## config.mk

```make
export PLATFORM = sky130hd
export DESIGN_NAME = rst_sequencer
export DESIGN_NICKNAME = d
export VERILOG_FILES = /design/src/rtl/rstseq_pkg.sv /design/src/rtl/rstseq_sync.sv /design/src/rtl/rstseq_filter.sv /design/src/rtl/rstseq_stretch.sv /design/src/rtl/rst_sequencer.sv
export SDC_FILE = /design/constraint.sdc
export NUM_CORES = 1
export LEC_CHECK = 0
export ABC_AREA = 1
export BUFFER_PORTS_ARGS = -buffer_cell sky130_fd_sc_hd__buf_2
export CORE_ASPECT_RATIO = 0.7
export CORE_MARGIN = 2
export CORE_UTILIZATION = 44
export DETAILED_ROUTE_END_ITERATION = 8
export PLACE_DENSITY = 0.67
export SLEW_MARGIN = 15
export SYNTH_ARGS = -nofsm -noshare
export SYNTH_HDL_FRONTEND = slang
export SYNTH_SLANG_ARGS = --single-unit
```

## constraint.sdc

```tcl
create_clock -name clk_i -period 2.2 [get_ports clk_i]
set_input_delay 0.33 -clock clk_i [delete_from_list [all_inputs] [get_ports clk_i]]
set_output_delay 0.33 -clock clk_i [all_outputs]
set_load 0.05 [all_outputs]
```

## src/rtl/rstseq_pkg.sv

```systemverilog
package rstseq_pkg;
  localparam int unsigned ADDR_W    = 16;
  localparam logic [ADDR_W-1:0] RESET_VEC = 16'h000C;

  function automatic int unsigned cnt_w(input int unsigned max_val);
    return (max_val < 2) ? 1 : $clog2(max_val + 1);
  endfunction
endpackage

```

## src/rtl/rstseq_sync.sv

```systemverilog
module rstseq_sync #(
  parameter int unsigned STAGES = 2
) (
  input  logic clk_i,
  input  logic rst_ni,
  input  logic d_i,
  output logic q_o
);
  logic [STAGES-1:0] chain_q;

  generate
    for (genvar i = 0; i < STAGES; i++) begin : g_stage
      if (i == 0) begin : g_first
        always_ff @(posedge clk_i or negedge rst_ni) begin
          if (!rst_ni) chain_q[i] <= 1'b1;
          else         chain_q[i] <= d_i;
        end
      end else begin : g_next
        always_ff @(posedge clk_i or negedge rst_ni) begin
          if (!rst_ni) chain_q[i] <= 1'b1;
          else         chain_q[i] <= chain_q[i-1];
        end
      end
    end
  endgenerate

  assign q_o = chain_q[STAGES-1];
endmodule

```

## src/rtl/rstseq_filter.sv

```systemverilog
module rstseq_filter #(
  parameter int unsigned FILT_CLKS = 4
) (
  input  logic clk_i,
  input  logic rst_ni,
  input  logic pin_low_i,
  input  logic active_i,
  output logic arm_o
);
  localparam int unsigned CW = rstseq_pkg::cnt_w(FILT_CLKS);
  localparam logic [CW-1:0] FULL = CW'(FILT_CLKS);
  localparam logic [CW-1:0] LAST = CW'(FILT_CLKS - 1);

  logic [CW-1:0] cnt_q;

  always_ff @(posedge clk_i or negedge rst_ni) begin
    if (!rst_ni) begin
      cnt_q <= '0;
      arm_o <= 1'b0;
    end else begin
      // any high sample restarts qualification
      if (!pin_low_i)         cnt_q <= '0;
      else if (cnt_q != FULL) cnt_q <= cnt_q + 1'b1;
      arm_o <= pin_low_i && (cnt_q == LAST) && !active_i;
    end
  end
endmodule

```

## src/rtl/rstseq_stretch.sv

```systemverilog
module rstseq_stretch #(
  parameter int unsigned MIN_CLKS = 18,
  parameter int unsigned AS_HALF  = 2
) (
  input  logic clk_i,
  input  logic rst_ni,
  input  logic arm_i,
  input  logic pin_low_i,
  output logic active_o,
  output logic ds_no,
  output logic as_no,
  output logic start_o
);
  localparam int unsigned LW = rstseq_pkg::cnt_w(MIN_CLKS);
  localparam int unsigned PW = rstseq_pkg::cnt_w(AS_HALF - 1);
  localparam logic [LW-1:0] LEN_MAX = LW'(MIN_CLKS);
  localparam logic [PW-1:0] PH_LAST = PW'(AS_HALF - 1);

  logic [LW-1:0] len_q;
  logic [PW-1:0] ph_q;
  logic          done;

  assign done = (len_q >= LEN_MAX);

  always_ff @(posedge clk_i or negedge rst_ni) begin
    if (!rst_ni) begin
      active_o <= 1'b0;
      ds_no    <= 1'b1;
      as_no    <= 1'b1;
      start_o  <= 1'b0;
      len_q    <= '0;
      ph_q     <= '0;
    end else begin
      start_o <= 1'b0;
      if (!active_o) begin
        if (arm_i) begin
          active_o <= 1'b1;
          ds_no    <= 1'b0;
          as_no    <= 1'b0;
          len_q    <= LW'(1);
          ph_q     <= '0;
        end
      end else if (done && !pin_low_i) begin
        active_o <= 1'b0;
        ds_no    <= 1'b1;
        as_no    <= 1'b1;
        start_o  <= 1'b1;
        len_q    <= '0;
      end else begin
        if (!done) len_q <= len_q + 1'b1;
        if (ph_q == PH_LAST) begin
          ph_q  <= '0;
          as_no <= ~as_no;
        end else begin
          ph_q <= ph_q + 1'b1;
        end
      end
    end
  end
endmodule

```

## src/rtl/rst_sequencer.sv

```systemverilog
module rst_sequencer #(
  parameter int unsigned SYNC_STAGES = 2,
  parameter int unsigned FILT_CLKS   = 4,
  parameter int unsigned MIN_CLKS    = 18,
  parameter int unsigned AS_HALF     = 2
) (
  input  logic                           clk_i,
  input  logic                           rst_ni,
  input  logic                           ext_rst_ni,
  output logic                           int_rst_o,
  output logic                           ds_no,
  output logic                           as_no,
  output logic                           start_o,
  output logic [rstseq_pkg::ADDR_W-1:0]  vector_o
);
  logic pin_sync;
  logic pin_low;
  logic arm;

  rstseq_sync #(.STAGES(SYNC_STAGES)) u_sync (
    .clk_i (clk_i),
    .rst_ni(rst_ni),
    .d_i   (ext_rst_ni),
    .q_o   (pin_sync)
  );

  assign pin_low = ~pin_sync;

  rstseq_filter #(.FILT_CLKS(FILT_CLKS)) u_filter (
    .clk_i    (clk_i),
    .rst_ni   (rst_ni),
    .pin_low_i(pin_low),
    .active_i (int_rst_o),
    .arm_o    (arm)
  );

  rstseq_stretch #(.MIN_CLKS(MIN_CLKS), .AS_HALF(AS_HALF)) u_stretch (
    .clk_i    (clk_i),
    .rst_ni   (rst_ni),
    .arm_i    (arm),
    .pin_low_i(pin_low),
    .active_o (int_rst_o),
    .ds_no    (ds_no),
    .as_no    (as_no),
    .start_o  (start_o)
  );

  assign vector_o = start_o ? rstseq_pkg::RESET_VEC : '0;
endmodule

```

### After elaboration in Yosys (flattened, before gate mapping)

Index checks and enable logic that the tools add are counted.

| storage, ports and cells | value |
|---|---|
| flip-flop bits (word level) | 16 |
| logic and storage cells | 53 |

| cells by class | value |
|---|---|
| mux-type cells | 21 |
| reduce and logical (&&, ||, !) cells | 10 |
| add/sub/neg operators | 3 |
| magnitude comparators | 1 |
| bitwise operators | 2 |
| equality and inequality tests | 6 |

Operator list:

| operator | count |
|---|---|
| 2-to-1 mux 5 bit | 4 |
| 2-to-1 mux 1 bit | 14 |
| inequality test 3 bit, second input constant | 3 |
| AND reduction 2 bit | 4 |
| 2-to-1 mux 3 bit | 2 |
| adder 5 x 1 -> 5 bit, second input constant | 1 |
| greater-or-equal comparator 5 bit, second input constant | 1 |
| 2-to-1 mux 4 bit | 1 |
| inequality test 2 bit, second input constant | 2 |
| nonzero test 2 bit | 2 |
| adder 3 x 1 -> 3 bit, second input constant | 1 |
| == test 3 x 2 -> 1 bit, second input constant | 1 |
| logical AND 1 bit | 3 |
| inverter 1 bit | 2 |
| adder 1 bit, second input constant | 1 |
| logical NOT 1 bit | 1 |

### Logic depth before layout (Yosys ltp)

| depth | value |
|---|---|
| depth in word-level cells | 4 |
| depth in mapped cells | 10 |
| mapped depth without buffers | 10 |

### Hierarchy

Synthesis repeated with hierarchy kept, for this count alone.

| second synthesis, totals | value |
|---|---|
| cells, all modules | 105 |
| area, all modules | 940.9 um^2 |

Modules (own cells, without submodules):

| module | seq. area each (um^2) | times used | area an instance (um^2) | cells each |
|---|---|---|---|---|
| rstseq_stretch | 252.7 | 1 | 560.5 | 65 |
| rstseq_filter | 100.1 | 1 | 200.2 | 20 |
| rst_sequencer | 0.0 | 1 | 127.6 | 18 |
| rstseq_sync | 52.6 | 1 | 52.6 | 2 |

### Worst setup path before layout

No wires, ideal clock.

| path | value |
|---|---|
| path kind | flip-flop to flip-flop |
| start point | register u_stretch.active_o |
| end point | register u_stretch.len_q[0] |
| slack | 843 ps |
| data arrival time | 1239 ps |
| clock period less this slack | 1357 ps |
| path buffers | 0 |
| stages on the path, launching flop included | 6 |
| required time | 2082 ps |
| path through | dfrtp_1 > inv_2 > nand2_8 > nand2_4 > nand2_1 > o21ai_2 |

| on the way | value |
|---|---|
| cells in the longest elaborated chain, start to end | 2 |
| elaborated cells on any way between the ends | 4 |
| those cells by class | 1 x eq/ne; 1 x mux; 2 x reduce/logical |

Ends and longest elaborated chain:

| element | RTL line | text |
|---|---|---|
| from (decl) | rstseq_stretch.sv:9 | `output logic active_o,` |
| from (signal assigned) | rstseq_stretch.sv:27 | `active_o <= 1'b0;` |
| from (signal assigned) | rstseq_stretch.sv:37 | `active_o <= 1'b1;` |
| from (signal assigned) | rstseq_stretch.sv:44 | `active_o <= 1'b0;` |
| inequality test 3 bit (no line) / nonzero test 2 bit (equally long branches) | - |  |
| AND reduction 2 bit (no line) | - |  |
| to (signal assigned) | rstseq_stretch.sv:50 | `if (!done) len_q <= len_q + 1'b1;` |
| to (decl) | rstseq_stretch.sv:19 | `logic [LW-1:0] len_q;` |

Several ways; a longest one is shown, not always the timed one.
A chain may end at the register's enable or synchronous reset.

### Worst setup path after layout

| path | value |
|---|---|
| start point | register u_stretch.active_o |
| end point | output int_rst_o |

RTL lines:

| element | RTL line | text |
|---|---|---|
| to (decl) | rst_sequencer.sv:10 | `output logic int_rst_o,` |

No word-level cell between the ends.

==> results.py <==
metrics = {
    "synthesis": {
        "yosys_warnings": 0,
        "yosysUniqueCellTypes": 25,
        "synth_common_cells": "nand2_1, buf_4, dfrtp_1",
        "synthArstFlopShare_pct": 100,
        "syn_area_per_cell_um2": 9.26,
        "syn_area_um2": 945,
        "synth_top_area_share_pct": 31.8,
        "yosysTopAreaCell": "dfrtp_1",
        "synth_edf_count": 0,
        "ys_seq_elements": 16,
        "yosysSeqAreaShare_pct": 42.9,
        "synth_flop_cell": "dfrtp_1",
        "synth.most_common_cell": "nand2_1",
        "synth_area_leaders": "dfrtp_1, buf_4, dfstp_2",
        "syn_inst": 102,
    },
    "worst_setup_path": {
        "r2r-start": "u_stretch.len_q[0]",
        "endpoint_kind": "primary output",
        "startpoint": "u_stretch.active_o",
        "crit_required_ns": 1.87,
        "critical_path_class": "flip-flop to primary output",
        "cpPeakStageDelay_ns": 0.55,
        "critPathMaxFanout": 7,
        "crit_path_top_delay_cell": "dfrtp_1",
        "start_kind": "flip-flop",
        "regToRegEndpoint": "u_stretch.len_q[1]",
        "path_depth": 1,
        "reg2reg_slack_ns": 0.83,
        "worstSetupEndpoint": "int_rst_o",
        "crit_chain": "buf_2",
        "critical_path_arrival_ns": 1.17,
        "rr_worst_depth": 9,
        "cpLargestDelayFamily": "flip-flops",
        "path_buf_inv": 1,
    },
    "floorplanning": {
        "core_um2": 1940,
        "die_y_um": 42.8,
        "die_x_um": 59.4,
        "io-pin-count": 23,
        "initial_core_util_pct": 48.8,
        "dieArea_um2": 2540,
        "row_count": 13,
    },
    "placement": {
        "dp_slack_ns": 0.842,
        "io_buffer_count": 8,
        "dp_hpwl_um": 1100,
        "place_congestion": 0.785,
    },
    "grt": {
        "grt_pass1_wl_um": 2650,
        "grt_pass1_vias": 603,
        "grt_usage_pct": 14.6,
        "grt_overflow": 0,
        "grt_start_max_net_pins": 17,
        "antenna_found_initial": 0,
    },
    "sta": {
        "finalCritPeriodShare_pct": 68.3,
        "fmax_ghz": 0.665,
        "fin_skew_ns": 0.00203,
        "setup_viol": 0,
        "drv_slew": 0,
        "finalSetupTns_ns": 0,
        "finalCriticalPeriod_ns": 1.50,
        "rsz0062_at_grt": "false",
        "finalWorstSetupSlack_ns": 0.697,
        "report.final.hold_viol_count": 0,
    },
    "clocking": {
        "cts.path.max_buffers": 2,
        "clock_latency_ns": 0.29,
        "cts_tree": "built",
        "cts_buffers": 3,
        "clk_pin_slew_ns": 0.09,
        "clockRootBuffer": "clkbuf_4",
        "clock-sinks": 16,
        "h-tree-depth": 1,
        "cts_resized": 0,
    },
    "layout": {
        "syn2layout_area_growth_pct": 4.50,
        "diodes": 0,
        "layout-drive-gt1-share_pct": 27.7,
        "multiInputGateArea_um2": 438,
        "nets": 121,
        "n_fill_cell": 197,
        "seqCellArea_um2": 405,
    },
    "run": {
        "max_cap_viol_count": 0,
    },
    "routing": {
        "drt-initial-drc-count": 14,
        "ant_nets": 0,
        "drc": 0,
        "num_vias": 651,
        "routed_wl_um": 1490,
        "avgViaCountPerCell": 4.86,
        "wire_per_inst_um": 11.1,
        "drtPass1Iterations": 4,
    },
    "power_and_ir_drop": {
        "power.density_nw_per_um2": 1150,
        "p_leak_uw": 0.000519,
        "peakVddDrop_uv": 578,
    },
    "run_status": {
        "status": "finished clean",
    },
    "hold_path": {
        "hp-class": "input port to flip-flop",
    },
}
[flip-flops by register name, indices dropped and copies added, names as in the netlist]
| name | count |
|---|---|
| u_filter.arm_o | 1 |
| u_stretch.active_o | 1 |
| u_stretch.len_q | 5 |
| u_stretch.start_o | 1 |
| u_sync.q_o | 1 |
| u_sync.chain_q | 1 |
| u_filter.cnt_q | 3 |
| u_stretch.as_no | 1 |
| u_stretch.ds_no | 1 |
| u_stretch.ph_q | 1 |
[area by class of cell]
type | instances | share of cell area [%]
multi-input cells | 75 | 44.4
flip-flops and latches | 16 | 41.1
repair buffers | 9 | 5.07
clock buffers | 4 | 3.68
inverters | 8 | 3.04
well taps | 22 | 2.79
[layout by cell type (no fill, tap or decap), types with 2 or more instances in the layout]
master and instances:
nand2_2 5, xor2_1 2, nand3_1 10, clkbuf_4 3
conb_1 14, nand2_1 17, a21oi_1 3, inv_1 6
buf_2 8, nand2_4 2, nor2_1 6, dfstp_2 4
inv_2 2, dfrtp_1 12, ha_1 5
[report_power, final]
| part | switching [uW] | internal [uW] |
|---|---|---|
| clock network | 97.1 | 101 |
| logic | 335 | 146 |
| registers | 86.2 | 371 |
[worst min-delay path by stage]
stage / endpoint / cells after the start / start
2_1_floorplan: u_filter.arm_o / 0 / rst_ni
3_3_place_gp: u_stretch.active_o / 1 / rst_ni
3_5_place_dp: u_stretch.ph_q / 1 / rst_ni
6_report: u_sync.chain_q[0] / 1 / ext_rst_ni
5_1_grt: u_sync.chain_q[0] / 1 / ext_rst_ni
4_1_cts: u_sync.chain_q[0] / 1 / ext_rst_ni
[layer usage]
metal	part of all wire, %	global-route usage, %
met1	50	18.8
met3	5.7	6.71
met2	43	20.9
met5	0	0
met4	1.0	5.91
[cell families (layout without fill, tap and decap cells)]
logic type               after synthesis  in the layout  share of synthesized area [%]
AND/OR/NAND/NOR                       46             46                           27.2
buffers and inverters                 24             21                           15.9
flip-flops                            16             16                           42.9
AO/OA/AOI/OAI                          8              8                           5.16
adder cells (fa/ha/maj)                5              5                           6.62
XOR/XNOR                               2              2                           1.85
other                                  1             14                          0.397
[metrics by stage]
| step | power (uW) | hold slack, ns | instances | util (%) | area (um^2) |
|---|---|---|---|---|---|
| 4_1_cts | 1150 | 0.119 | 134 | 51.0 | 987 |
| 3_3_place_gp | 929 | 0.264 | 129 | 48.6 | 941 |
| 6_report | 1140 | 0.129 | 134 | 51.0 | 987 |
| 2_1_floorplan | 869 | 0.0344 | 115 | - | 993 |
| 5_1_grt | 1230 | 0.108 | 134 | 51.0 | 987 |
| 3_5_place_dp | 944 | 0.261 | 129 | 48.6 | 941 |
[repair_timing]
item                      4_1_cts  5_1_grt
setup buffers                   0        0
hold endpoints to repair       12        0
hold buffers                    1        0
Note: power is estimated with default switching activity, not from simulation.
